### src/rtl/isp_pkg.sv
package isp_pkg;

  typedef enum logic [1:0] {
    CLS_NONE = 2'd0,
    CLS_625  = 2'd1,
    CLS_525  = 2'd2
  } std_cls_e;

  // count lies within +/- win of nom
  function automatic logic near_nom(input logic [15:0] cnt, input logic [15:0] nom,
                                    input logic [15:0] win);
    return ((cnt + win) >= nom) && (cnt <= (nom + win));
  endfunction

  // count has run past the late edge of the window
  function automatic logic beyond_win(input logic [15:0] cnt, input logic [15:0] nom,
                                      input logic [15:0] win);
    return cnt > (nom + win);
  endfunction

  function automatic std_cls_e classify(input logic [15:0] cnt, input logic [15:0] n625,
                                        input logic [15:0] n525, input logic [15:0] win);
    if (near_nom(cnt, n625, win)) return CLS_625;
    if (near_nom(cnt, n525, win)) return CLS_525;
    return CLS_NONE;
  endfunction

endpackage

### src/rtl/isp_sync_front.sv
module isp_sync_front #(
  parameter int VMIN_CLKS = 81,
  parameter int COMB_DLY  = 432
) (
  input  logic clk,
  input  logic rst_n,
  input  logic src_comb,
  input  logic hs_sep,
  input  logic vs_sep,
  input  logic cmp_h,
  input  logic cmp_v,
  output logic h_evt,
  output logic v_evt
);
  localparam int VW_W = $clog2(VMIN_CLKS + 1);
  localparam int DW   = $clog2(COMB_DLY + 1);
  localparam logic [VW_W-1:0] VMIN_L = VW_W'(VMIN_CLKS);
  localparam logic [DW-1:0]   CDLY_L = DW'(COMB_DLY - 1);

  // bit order: {cmp_v, cmp_h, vs_sep, hs_sep}
  logic [3:0] s1, s2;
  logic [2:0] s3;
  logic [VW_W-1:0] wcnt;
  logic [DW-1:0]   dcnt;
  logic            dbusy;
  logic            h_lvl, h_lvl_d, v_sep_edge, comb_qual, comb_fire;

  always_ff @(posedge clk) begin
    if (!rst_n) begin
      s1 <= '0;
      s2 <= '0;
      s3 <= '0;
    end else begin
      s1 <= {cmp_v, cmp_h, vs_sep, hs_sep};
      s2 <= s1;
      s3 <= s2[2:0];
    end
  end

  assign h_lvl      = src_comb ? s2[2] : s2[0];
  assign h_lvl_d    = src_comb ? s3[2] : s3[0];
  assign h_evt      = h_lvl & ~h_lvl_d;
  assign v_sep_edge = s2[1] & ~s3[1];

  // width qualification of the high comparator
  assign comb_qual = s2[3] && (wcnt == VMIN_L - 1'b1);

  always_ff @(posedge clk) begin
    if (!rst_n) begin
      wcnt <= '0;
    end else if (!s2[3]) begin
      wcnt <= '0;
    end else if (wcnt != VMIN_L) begin
      wcnt <= wcnt + 1'b1;
    end
  end

  // fixed compensation delay of the combined vertical path
  assign comb_fire = dbusy && (dcnt == '0);

  always_ff @(posedge clk) begin
    if (!rst_n) begin
      dbusy <= 1'b0;
      dcnt  <= '0;
    end else if (comb_qual) begin
      dbusy <= 1'b1;
      dcnt  <= CDLY_L;
    end else if (dbusy) begin
      if (dcnt == '0) dbusy <= 1'b0;
      else            dcnt  <= dcnt - 1'b1;
    end
  end

  assign v_evt = src_comb ? comb_fire : v_sep_edge;

  AST_VEVT_SINGLE: assert property (@(posedge clk) disable iff (!rst_n)
    v_evt |=> !v_evt);

endmodule

### src/rtl/isp_hdelay.sv
module isp_hdelay #(
  parameter int HDLY_W = 8
) (
  input  logic              clk,
  input  logic              rst_n,
  input  logic              h_evt,
  input  logic [HDLY_W-1:0] h_delay,
  output logic              hs_out
);
  logic [HDLY_W-1:0] cnt;
  logic              busy;

  assign hs_out = busy && (cnt == '0);

  always_ff @(posedge clk) begin
    if (!rst_n) begin
      busy <= 1'b0;
      cnt  <= '0;
    end else if (h_evt) begin
      busy <= 1'b1;
      cnt  <= h_delay;
    end else if (busy) begin
      if (cnt == '0) busy <= 1'b0;
      else           cnt  <= cnt - 1'b1;
    end
  end

  AST_HS_ZERO_DELAY: assert property (@(posedge clk) disable iff (!rst_n)
    (h_evt && (h_delay == '0)) |=> hs_out);

endmodule

### src/rtl/isp_std_detect.sv
module isp_std_detect
  import isp_pkg::*;
#(
  parameter int LCNT_W = 10,
  parameter int NOM625 = 312,
  parameter int NOM525 = 262,
  parameter int WIN    = 8
) (
  input  logic clk,
  input  logic rst_n,
  input  logic h_evt,
  input  logic v_evt,
  input  logic auto_en,
  input  logic force_625,
  output logic v_acc,
  output logic is_625,
  output logic std_locked
);
  logic [LCNT_W-1:0] line_cnt;
  logic              locked, hunt, det_625;
  std_cls_e          prev_cls, cur_cls;
  logic [15:0]       cnt16, nom16;
  logic              in_win, past_win, win_active;

  assign cnt16      = 16'(line_cnt);
  assign is_625     = auto_en ? det_625 : force_625;
  assign nom16      = is_625 ? 16'(NOM625) : 16'(NOM525);
  assign cur_cls    = classify(cnt16, 16'(NOM625), 16'(NOM525), 16'(WIN));
  assign in_win     = near_nom(cnt16, nom16, 16'(WIN));
  assign past_win   = beyond_win(cnt16, nom16, 16'(WIN));
  assign win_active = (auto_en ? locked : 1'b1) && !hunt;
  assign v_acc      = v_evt && (!win_active || in_win);
  assign std_locked = locked;

  always_ff @(posedge clk) begin
    if (!rst_n) begin
      line_cnt <= '0;
    end else if (v_acc) begin
      line_cnt <= '0;
    end else if (h_evt && (line_cnt != '1)) begin
      line_cnt <= line_cnt + 1'b1;
    end
  end

  always_ff @(posedge clk) begin
    if (!rst_n) begin
      locked   <= 1'b0;
      hunt     <= 1'b0;
      det_625  <= 1'b1;
      prev_cls <= CLS_NONE;
    end else if (v_acc) begin
      hunt     <= 1'b0;
      prev_cls <= cur_cls;
      if ((cur_cls != CLS_NONE) && (cur_cls == prev_cls)) begin
        locked  <= 1'b1;
        det_625 <= (cur_cls == CLS_625);
      end
    end else if (past_win) begin
      hunt   <= 1'b1;
      locked <= 1'b0;
    end
  end

  AST_LOCK_AFTER_ACCEPT: assert property (@(posedge clk) disable iff (!rst_n)
    $rose(locked) |-> $past(v_acc));
  AST_STD_ON_ACCEPT: assert property (@(posedge clk) disable iff (!rst_n)
    !$stable(det_625) |-> $past(v_acc));
  AST_IGNORED_KEEPS_COUNT: assert property (@(posedge clk) disable iff (!rst_n)
    (v_evt && !v_acc && !h_evt) |=> $stable(line_cnt));
  AST_HUNT_DROPS_LOCK: assert property (@(posedge clk) disable iff (!rst_n)
    $rose(hunt) |-> !locked);

endmodule

### src/rtl/isp_vphase.sv
module isp_vphase #(
  parameter int HALF_LINE = 864,
  parameter int VDLY_W    = 4
) (
  input  logic              clk,
  input  logic              rst_n,
  input  logic              h_evt,
  input  logic              hs_out,
  input  logic              v_acc,
  input  logic [VDLY_W-1:0] v_delay,
  output logic              vs_out,
  output logic              field_odd
);
  localparam int POS_W = $clog2(2 * HALF_LINE);
  localparam logic [POS_W-1:0] HALF_L = POS_W'(HALF_LINE);

  logic [POS_W-1:0]  pos;
  logic [VDLY_W-1:0] left;
  logic              pend, fld_cap;

  always_ff @(posedge clk) begin
    if (!rst_n)               pos <= '0;
    else if (h_evt)           pos <= '0;
    else if (pos != '1)       pos <= pos + 1'b1;
  end

  assign vs_out = pend && hs_out && (left == '0);

  always_ff @(posedge clk) begin
    if (!rst_n) begin
      pend    <= 1'b0;
      left    <= '0;
      fld_cap <= 1'b0;
    end else if (v_acc) begin
      pend    <= 1'b1;
      left    <= v_delay;
      fld_cap <= (pos >= HALF_L);
    end else if (pend && hs_out) begin
      if (left == '0) pend <= 1'b0;
      else            left <= left - 1'b1;
    end
  end

  always_ff @(posedge clk) begin
    if (!rst_n)      field_odd <= 1'b0;
    else if (vs_out) field_odd <= fld_cap;
  end

  AST_VS_SINGLE: assert property (@(posedge clk) disable iff (!rst_n)
    vs_out |=> !vs_out);
  AST_FIELD_HOLD: assert property (@(posedge clk) disable iff (!rst_n)
    !$past(vs_out) |-> $stable(field_odd));

endmodule

### src/rtl/inset_sync_proc.sv
module inset_sync_proc #(
  parameter int HDLY_W    = 8,
  parameter int VDLY_W    = 4,
  parameter int HALF_LINE = 864,
  parameter int VMIN_CLKS = 81,
  parameter int COMB_DLY  = 432,
  parameter int LCNT_W    = 10,
  parameter int NOM625    = 312,
  parameter int NOM525    = 262,
  parameter int WIN       = 8
) (
  input  logic              clk,
  input  logic              rst_n,
  input  logic              src_comb,
  input  logic              hs_sep,
  input  logic              vs_sep,
  input  logic              cmp_h,
  input  logic              cmp_v,
  input  logic              auto_std,
  input  logic              force_625,
  input  logic [HDLY_W-1:0] h_delay,
  input  logic [VDLY_W-1:0] v_delay,
  output logic              hs_out,
  output logic              vs_out,
  output logic              field_odd,
  output logic              is_625,
  output logic              std_locked
);
  logic h_evt, v_evt, v_acc;

  isp_sync_front #(.VMIN_CLKS(VMIN_CLKS), .COMB_DLY(COMB_DLY)) u_front (
    .clk(clk), .rst_n(rst_n), .src_comb(src_comb),
    .hs_sep(hs_sep), .vs_sep(vs_sep), .cmp_h(cmp_h), .cmp_v(cmp_v),
    .h_evt(h_evt), .v_evt(v_evt)
  );

  isp_hdelay #(.HDLY_W(HDLY_W)) u_hdly (
    .clk(clk), .rst_n(rst_n), .h_evt(h_evt), .h_delay(h_delay), .hs_out(hs_out)
  );

  isp_std_detect #(.LCNT_W(LCNT_W), .NOM625(NOM625), .NOM525(NOM525), .WIN(WIN)) u_std (
    .clk(clk), .rst_n(rst_n), .h_evt(h_evt), .v_evt(v_evt),
    .auto_en(auto_std), .force_625(force_625),
    .v_acc(v_acc), .is_625(is_625), .std_locked(std_locked)
  );

  isp_vphase #(.HALF_LINE(HALF_LINE), .VDLY_W(VDLY_W)) u_vph (
    .clk(clk), .rst_n(rst_n), .h_evt(h_evt), .hs_out(hs_out), .v_acc(v_acc),
    .v_delay(v_delay), .vs_out(vs_out), .field_odd(field_odd)
  );

endmodule

### config.mk
export PLATFORM = sky130hd
export DESIGN_NAME = inset_sync_proc
export DESIGN_NICKNAME = d
export VERILOG_FILES = /design/src/rtl/isp_pkg.sv /design/src/rtl/isp_sync_front.sv /design/src/rtl/isp_hdelay.sv /design/src/rtl/isp_std_detect.sv /design/src/rtl/isp_vphase.sv /design/src/rtl/inset_sync_proc.sv
export SDC_FILE = /design/constraint.sdc
export NUM_CORES = 1
export LEC_CHECK = 0
export BUFFER_PORTS_ARGS = -buffer_cell sky130_fd_sc_hd__buf_2
export CORE_MARGIN = 3
export CORE_UTILIZATION = 40
export CTS_CLUSTER_SIZE = 8
export DETAILED_ROUTE_END_ITERATION = 10
export PLACE_DENSITY = 0.59
export SLEW_MARGIN = 20
export SYNTH_ARGS = -nofsm -noshare
export SYNTH_HDL_FRONTEND = slang
export SYNTH_SLANG_ARGS = --single-unit
### constraint.sdc
create_clock -name clk -period 3.2 [get_ports clk]
set_input_delay 0.16 -clock clk [delete_from_list [all_inputs] [get_ports clk]]
set_output_delay 0.16 -clock clk [all_outputs]
set_load 0.01 [all_outputs]
* Word-level counts from Yosys, hierarchy flattened *
Index checks and enable logic that the tools add are counted.

word-level totals
  register bits = 70
  input bits = 21
  output and inout port bits = 5
  word-level logic and storage cells = 120

operators by class
  add/sub/neg operators = 8
  $lt $le $gt $ge = 8
  equal/unequal tests = 10
  mux-type cells = 34
  bitwise logic cells = 6
  reduce and logical (&&, ||, !) cells = 35

operator list
  cell                                                                  count
  greater-or-equal comparator 16 x 9 -> 1 bit (second input constant)   2
  2-to-1 mux 9 bit                                                      3
  2-to-1 mux 8 bit                                                      3
  <= comparator 10 x 9 -> 1 bit (second input constant)                 2
  2-to-1 mux 1 bit                                                      20
  adder 16 x 4 -> 16 bit (second input constant)                        1
  greater-or-equal comparator 16 bit                                    1
  greater-than comparator 10 x 16 -> 1 bit                              1
  <= comparator 10 x 16 -> 1 bit                                        1
  AND reduction 2 bit                                                   8
  logical AND 1 bit                                                     12
  2-to-1 mux 4 bit                                                      3
  nonzero test 2 bit                                                    6
  adder 10 x 4 -> 11 bit (second input constant)                        1
  adder 11 x 1 -> 11 bit (second input constant)                        1
  greater-or-equal comparator 11 x 10 -> 1 bit (second input constant)  1
  != test 11 bit (second input constant)                                1
  adder 10 x 1 -> 10 bit (second input constant)                        1
  != test 10 bit (second input constant)                                1
  logical NOT 9 bit                                                     1
  subtractor 9 x 1 -> 9 bit (second input constant)                     1
  logical NOT 8 bit                                                     1
  2-to-1 mux 2 bit                                                      4
  subtractor 8 x 1 -> 8 bit (second input constant)                     1
  other kinds (15)                                                      24

* Depth between registers and ports, before layout *
Gate-level depths: netlist of run 1.

  word-level depth = 11
  gate-level depth with buffers = 12
  depth with buffers taken out = 10

* Hierarchy *
A second synthesis of run 1 with hierarchy kept.

unflattened totals
  cells, all modules = 442
  area total of the unflattened synthesis = 3807.4 µm²

modules (own cells, without submodules)
  module          instances  cells each  area an instance (µm²)  seq. area each (µm²)
  isp_sync_front  1          125         1191.1                  560.5
  isp_std_detect  1          152         1188.6                  300.3
  isp_vphase      1          103         902.1                   360.3
  isp_hdelay      1          62          525.5                   180.2

* Worst setup path after synthesis of run 1 *
OpenSTA, ideal clock, no wires.

  path type = reg-to-reg
  start = register u_std.det_625
  end = register u_std.prev_cls[0]
  library setup time = 128 ps
  arrival = 2481 ps
  data required time = 3072 ps
  slack = 591 ps
  cell stages (with the launch flop) = 12
  buffers on the path = 1
  period minus slack after synthesis = 2609 ps
  cells stage by stage = dfxtp_1 > mux2i_1 > inv_1 > ha_1 > o211ai_1 > a31oi_1 > o21ai_0 > a32oi_1 > o211ai_2 > buf_2 > mux2i_1 > nor2_1

between the ends
  longest elaborated chain between the ends = 7
  elaborated cells on any way between the ends = 8
  classes of those cells = add/sub (1); order compare (2); mux (2); reduce/logical (3)

ends and longest elaborated chain
  item                            RTL line               text
  start: declaration              isp_std_detect.sv:20   logic locked, hunt, det_625;
  start signal: assignment        isp_std_detect.sv:56   det_625 <= (cur_cls == CLS_625);
  2-to-1 mux 1 bit (*)            isp_std_detect.sv:26   assign is_625 = auto_en ? det_625 : force_625;
  net is_625                      inset_sync_proc.sv:26  output logic is_625,
  2-to-1 mux 6 bit (*)            isp_std_detect.sv:27   assign nom16 = is_625 ? 16'(NOM625) : 16'(NOM525);
  adder 16 x 4 -> 16 bit          isp_pkg.sv:12          return ((cnt + win) >= nom) && (cnt <= (nom + win));
  <= comparator 10 x 16 -> 1 bit  isp_pkg.sv:12
  logical AND 1 bit (*)           isp_pkg.sv:12
  logical OR 1 bit (*)            isp_std_detect.sv:32   assign v_acc = v_evt && (!win_active || in_win);
  logical AND 1 bit (*)           isp_std_detect.sv:32
  end signal: assignment          isp_std_detect.sv:53   prev_cls <= cur_cls;
  end: declaration                isp_std_detect.sv:21   std_cls_e prev_cls, cur_cls;

The timed path passes the listed nets; every way through them passes the cells marked *.
A chain may end at the register's enable or synchronous reset.

* Final worst setup path of run 1 *
  start = register u_std.line_cnt[4]
  end = register u_vph.left[2]

between the ends
  longest elaborated chain between the ends = 7
  elaborated cells on any way between the ends = 10
  classes of those cells = add/sub (1); order compare (2); eq/ne (1); mux (1); reduce/logical (5)

ends and longest elaborated chain
  item                                                                         RTL line              text
  start: declaration                                                           isp_std_detect.sv:19  logic [LCNT_W-1:0] line_cnt;
  start signal: assignment                                                     isp_std_detect.sv:41  line_cnt <= line_cnt + 1'b1;
  adder 10 x 4 -> 11 bit                                                       isp_pkg.sv:12
  greater-or-equal comparator 16 bit                                           isp_pkg.sv:12
  logical AND 1 bit (*)                                                        isp_pkg.sv:12
  logical OR 1 bit (*)                                                         isp_std_detect.sv:32
  logical AND 1 bit (*)                                                        isp_std_detect.sv:32
  != test 2 bit (no source line) / nonzero test 2 bit (equally long branches)  n/a
  AND reduction 2 bit (no source line)                                         n/a
  end signal: assignment                                                       isp_vphase.sv:36      left <= v_delay;
  end signal: assignment                                                       isp_vphase.sv:40      else left <= left - 1'b1;
  end: declaration                                                             isp_vphase.sv:18      logic [VDLY_W-1:0] left;

Mark *: on every way between the ends. The rest lies on a longest branch, timed or not.

==> impl_results.md, run 1 <==
- Crit-path max cell delay: 520 ps
- Min-Delay Path Depth: 2
- DR iter-0 viols: 91
- Global-route wire length before repair: 12,340 microns
- Slew margin rel.: 0.5585
- All-Layer GR Usage: 0.1505
- TritonCTS Sinks: 70
- Die Y: 100.9 microns
- Hold Path Class: in2reg
- Max Clk Rate: 351.2 MHz
- Slew Limit Fails: 0
- H-tree Lvls: 3
- CTS tree: yes
- Std-Cell Rows: 33
- Least-Margin Pin Slew: 661.5 ps
- Post-Syn Area per Cell: 8.600 sq um
- Seq/Total Area, Yosys: 0.3889
- Register area: 1401 sq um
- I/O Buffers: 25
- Post-synth top area share: 0.3889
- Area delta synth->final: 13.09%
- Setup tns final: 0 ps
- Ys Warns: 0
- Max IR drop VDD: 223.0 uV
- Top cell type by total area after synthesis: dfxtp_1
- Main synth FF type: dfxtp_1
- Multi-input gate area: 2046 sq um
- Xor/xnor share of the synthesized area: 0.1021
- Reg clk slew, reported paths: 80 ps
- Asr flop ratio synth: 0
- Clk_skew: 6.232 ps
- CTS Hold Bufs: 0
- FF+latch count, synth: 70
- Final Hold Viols: 0
- Synth Cell Area: 3603 sq um
- WP data required: 3400 ps
- Simple-Gate Fraction of Synth Area: 0.2344
- Fin crit period: 2848 ps
- Clock Path Buffers: 2
- Initial Util: 0.4257
- CP dominant cell by count: ha_1
- Crit end category: register
- Synth Instances: 419
- Fillers: 815
- Vias per Instance: 5.241
- Compound-Gate Fraction of Synth Area: 0.1354
- Pwr Total: 1.887 mW
- Die area: 10,180 sq um
- Vias: 2,909
- Synth Area in Adders: 0.07292
- R2R depth: 11
- Root buf cell: clkbuf_8
- RSZ-0062 raised after global routing: false
- Remaining antenna violation count: 0
- Ports: 26
- Ranking of synthesized cells by area: dfxtp_1 (39%), ha_1 (7.3%), xnor2_1 (6.1%)
- Clock buffer count from CTS: 9
- Initial antenna violation count: 1
- Die W: 100.9 microns
- # setup viols final: 0
- Mux share of post-synthesis cell area: 0.02222
- Final global-route overflow total: 0
- Post-route worst setup slack: 352.3 ps
- DP HPWL: 5140 microns
- Core area: 8464 sq um
- Leak pwr: 1.630 nW
- Maxcap violations: 0
- Syn_nets: 461
- # nets final: 487
- Largest net degree at the start of global routing: 24
- Worst setup path category: reg2reg
- DRT Pass-1 Iters: 4
- Startpoint Class: register
- Routed wire length: 7177 microns
- Layout cells sized above 1: 0.1311
- P per Cell Area: 463.0 nW/um^2
- Crit path cell chain: inv_1 > ha_1 > ha_1 > o211ai_1 > a31oi_1 > o21ai_0 > a32oi_1 > o211ai_2 > buf_4 > mux2i_1 > nor2_1
- Status: complete, no violations
- Netlist cell types: 57
- EDFF count, synth: 0
- Routed len/inst: 12.93 microns
- Crit path DAT: 3050 ps
- Inserted Diodes: 0
- Dpl ws: 280.1 ps
- Final routed DRC violation total: 0
- Main combinational cell family by area after synthesis: simple AND/OR/NAND/NOR gates
- Clk Latency, worst-skew pair: 340 ps
- Final period utilization: 0.8899
- Vias in the first global route: 2,860
- GPL Wtd Cong: 0.8009
- CP max-delay cell: dfxtp_1
- CP max FO: 11
[logic make-up (layout without fill, tap and decap cells)]
| kind of cell | Yosys count | count (layout) |
|---|---|---|
| buf+inv | 39 | 70 |
| mux | 8 | 8 |
| xor+xnor | 42 | 42 |
| compound gates | 74 | 74 |
| flops | 70 | 70 |
| fa+ha+maj | 21 | 21 |
| simple gates | 165 | 165 |
[cell usage in the layout (no fill, tap or decap), drive strengths merged, types with 3 or more instances in the layout]
| master | netlist | final |
|---|---|---|
| dfxtp | 70 | 70 |
| nor2 | 55 | 55 |
| nand2 | 33 | 33 |
| buf | 5 | 32 |
| a21oi | 29 | 29 |
| xnor2 | 25 | 25 |
| inv | 22 | 23 |
| ha | 21 | 21 |
| xor2 | 17 | 17 |
| o21ai | 15 | 15 |
| nand3 | 13 | 13 |
| nand4 | 11 | 11 |
| and2 | 10 | 10 |
| clkbuf | 12 | 10 |
| nor4 | 8 | 8 |
| mux2i | 8 | 8 |
| nor2b | 6 | 6 |
| a211oi | 5 | 5 |
| nor3 | 5 | 5 |
| a31oi | 4 | 4 |
| o211ai | 4 | 4 |
| and3 | 3 | 3 |
| and4 | 3 | 3 |
| bufinv | 0 | 3 |
[Yosys cell counts (2+ instances only)]
master / instances
dfxtp_1: 70
nor2_1: 55
nand2_1: 33
a21oi_1: 28
xnor2_1: 25
inv_1: 22
ha_1: 21
xor2_1: 17
o21ai_0: 13
nand3_1: 12
clkbuf_1: 11
nand4_1: 11
and2_1: 10
mux2i_1: 8
nor4_1: 8
nor2b_1: 6
a211oi_1: 5
nor3_1: 5
a31oi_1: 4
and3_1: 3
and4_1: 3
buf_2: 3
o211ai_1: 3
a21o_1: 2
and4b_1: 2
buf_4: 2
nand2b_1: 2
nand3b_1: 2
nand4b_1: 2
nor4b_1: 2
o21a_1: 2
o21ai_1: 2
[sequential cells by signal, indices dropped and copies added, names as in the netlist, 2 cells and up]
signal          cells
u_front.dcnt        9
u_front.s1          4
u_front.s2          4
u_front.s3          3
u_front.wcnt        7
u_hdly.cnt          8
u_std.line_cnt     10
u_std.prev_cls      2
u_vph.left          4
u_vph.pos          11
[critical path, delay by kind of cell, from the launching register on]
kind                       cells  cell delay (ps)
adders and majority gates      2              640
and+or+nand+nor                1               50
buffers and inverters          2              400
muxes                          1              190
AOI/OAI and AO/OA              5              910
DFF                            1              520
[power breakdown]
part	internal (mW)	switching (mW)	leakage, nW
clock network	0.518	0.330	0.121
logic	0.0570	0.0696	0.942
registers	0.894	0.0183	0.568
[final timing paths]
check,from,end,slack [ps]
hold reg to reg,u_front.s1[3],u_front.s2[3],440
hold / removal,cmp_v,u_front.s1[3],30
setup / recovery,u_std.line_cnt[4],u_vph.left[2],350
setup reg to reg,u_std.line_cnt[4],u_vph.left[2],350
[per-stage QoR]
| step | hold slack (ps) | instances | area [sq um] | utilization |
|---|---|---|---|---|
| finish | 25.98 | 555 | 4075 | 0.4814 |
| global route | 9.637 | 555 | 4075 | 0.4814 |
| global placement | 377.3 | 539 | 3836 | 0.4532 |
| floorplan | 287.3 | 419 | 3603 | - |
| CTS | 6.214 | 555 | 4073 | 0.4812 |
| detailed placement | 374.6 | 539 | 3836 | 0.4532 |
[cell type report]
| type | count | area share |
|---|---|---|
| clock inverter | 6 | 0.02671 |
| clock buffer | 10 | 0.03132 |
| inverter | 22 | 0.02026 |
| multi-input combinational | 310 | 0.5020 |
| timing repair buffer | 32 | 0.04360 |
| tap | 105 | 0.03224 |
| sequential | 70 | 0.3439 |
[layer usage]
layer,vias to the layer above,global-route usage,wire length [microns]
li1,1500,-,-
met1,1365,0.1850,3404
met2,32,0.2501,3448
met3,10,0.04498,242
met4,2,0.05215,70
met5,-,0,11
[timing repair]
action	CTS	global route
gates resized for setup	0	1
endpoints found under the setup margin	0	1
setup buffers	0	0
Power figures use the tool's default switching activity.
==> run 2: changes to the inputs <==
--- a/config.mk
+++ b/config.mk
@@ -7,10 +7,10 @@
 export LEC_CHECK = 0
 export BUFFER_PORTS_ARGS = -buffer_cell sky130_fd_sc_hd__buf_2
 export CORE_MARGIN = 3
-export CORE_UTILIZATION = 40
+export CORE_UTILIZATION = 60
 export CTS_CLUSTER_SIZE = 8
 export DETAILED_ROUTE_END_ITERATION = 10
-export PLACE_DENSITY = 0.59
+export PLACE_DENSITY = 0.81
 export SLEW_MARGIN = 20
 export SYNTH_ARGS = -nofsm -noshare
 export SYNTH_HDL_FRONTEND = slang
==> impl_results.md, run 2 (synthesis gave the netlist of run 1 again) <==
- Status: complete, no violations
- Clock buffer count from CTS: 9
- Remaining antenna violation count: 0
- DRT Pass-1 Iters: 4
- CP max FO: 11
- Post-CTS Setup Bufs: 0
- I/O Buffers: 25
- Top Registers: u_vph.pos x11, u_std.line_cnt x10, u_front.dcnt x9
- Final routed DRC violation total: 0
- Clk_skew: 11.37 ps
- Root buf cell: clkbuf_8
- Worst Setup SP: u_std.line_cnt[4]
- Max Clk Rate: 340.7 MHz
- Startpoint Class: register
- Inserted Diodes: 0
- Max reg flops: 11
- Layout cells sized above 1: 0.1250
- Die W: 83.50 microns
- Setup tns final: 0 ps
- Post-CTS sizing: 0
- # setup viols final: 0
- Routed wire length: 6994 microns
- RR Startpoint: u_std.line_cnt[4]
- TritonCTS Sinks: 70
- Slew Limit Fails: 0
- Initial antenna violation count: 0
- All-Layer GR Usage: 0.2147
- Vias in the first global route: 2,794
- Maxcap violations: 0
- GPL Wtd Cong: 0.9116
- Global-route wire length before repair: 12,280 microns
- Routed len/inst: 13.45 microns
- CTS Hold Bufs: 0
- Final Hold Viols: 0
- Vias: 2,921
- Least-Margin Pin Slew: 730.9 ps
- Pwr Total: 1.823 mW
- Final global-route overflow total: 0
- Worst setup path category: reg2reg
- Final core utilization: 0.7097
- Die Y: 83.50 microns
- Crit end category: register
- Initial Util: 0.6387
- Std-Cell Rows: 27
- Finished Cell Area: 4004 sq um
- WP data required: 3460 ps
- RSZ-0062 raised after global routing: false
- Die area: 6971 sq um
- Commonest non-fill, non-tap cells in the layout: dfxtp_1 (70), nor2_1 (55), nand2_1 (33)
- Area delta synth->final: 11.11%
- Placement Cell Area: 3780 sq um
- P per Cell Area: 455.4 nW/um^2
- Largest net degree at the start of global routing: 24
- Clock Path Buffers: 2
- HP Start: vs_sep
- Fin crit period: 2935 ps
- DP HPWL: 5005 microns
- Max IR drop VDD: 387.6 uV
- Crit path DAT: 3200 ps
- Reg clk slew, reported paths: 70 ps
- Core area: 5642 sq um
- Hold Path Class: in2reg
- DR iter-0 viols: 137
- Clk Latency, worst-skew pair: 350 ps
- Slew margin rel.: 0.5120
- Largest Register: u_vph.pos
- CTS tree: yes
- H-tree Lvls: 3
- Most common cell after layout, fill and taps aside: dfxtp_1
- # nets final: 485
- Leak pwr: 1.613 nW
- Ports: 26
- Vias per Instance: 5.617
- Final period utilization: 0.9171
## run 2: metrics by stage
step	std cells	hold WS [ps]	setup slack [ps]
finish	520	18.59	265.2
detailed placement	504	369.5	294.8
global placement	504	371.1	411.1
CTS	520	3.917	278.6
global route	520	12.10	18.54
floorplan	419	287.3	591.3
## run 2: final cells by class
class	count	area, sq um
Clock buffer	11	141.4
Clock inverter	5	82.58
Fill cell	476	1638
Inverter	22	82.58
Multi-Input combinational cell	310	2043
Sequential cell	70	1401
Tap cell	72	90.09
Timing Repair Buffer	30	162.7
## run 2: worst paths after layout
kind | depth (start not counted) | to | slack, ps
max | 9 | u_std.line_cnt[8] | 270
min | 2 | u_front.s1[1] | 20
max reg2reg | 9 | u_std.line_cnt[8] | 270
min reg2reg | 1 | u_front.s2[2] | 450
## run 2: metal layers
| layer | up-vias | track usage | share of wire |
|---|---|---|---|
| li1 | 1493 | - | - |
| met1 | 1346 | 0.2685 | 0.46 |
| met2 | 67 | 0.3477 | 0.47 |
| met3 | 15 | 0.05232 | 0.051 |
| met4 | 0 | 0.1023 | 0.021 |
| met5 | - | 0 | 0 |
## run 2: critical path, cell delays in order, from the launching register on
cell      delay [ps]
dfxtp_1          550
inv_1            170
ha_1             350
ha_1             300
a21o_1           180
o21ai_0          160
a32oi_1          130
o211ai_2         410
nand2_1          360
a211oi_1         240
## run 2: power breakdown
| part | internal, mW | switching, mW | leakage [nW] |
|---|---|---|---|
| logic | 0.0557 | 0.0682 | 0.932 |
| clock network | 0.462 | 0.324 | 0.113 |
| registers | 0.894 | 0.0196 | 0.568 |
| total | 1.41 | 0.412 | 1.61 |
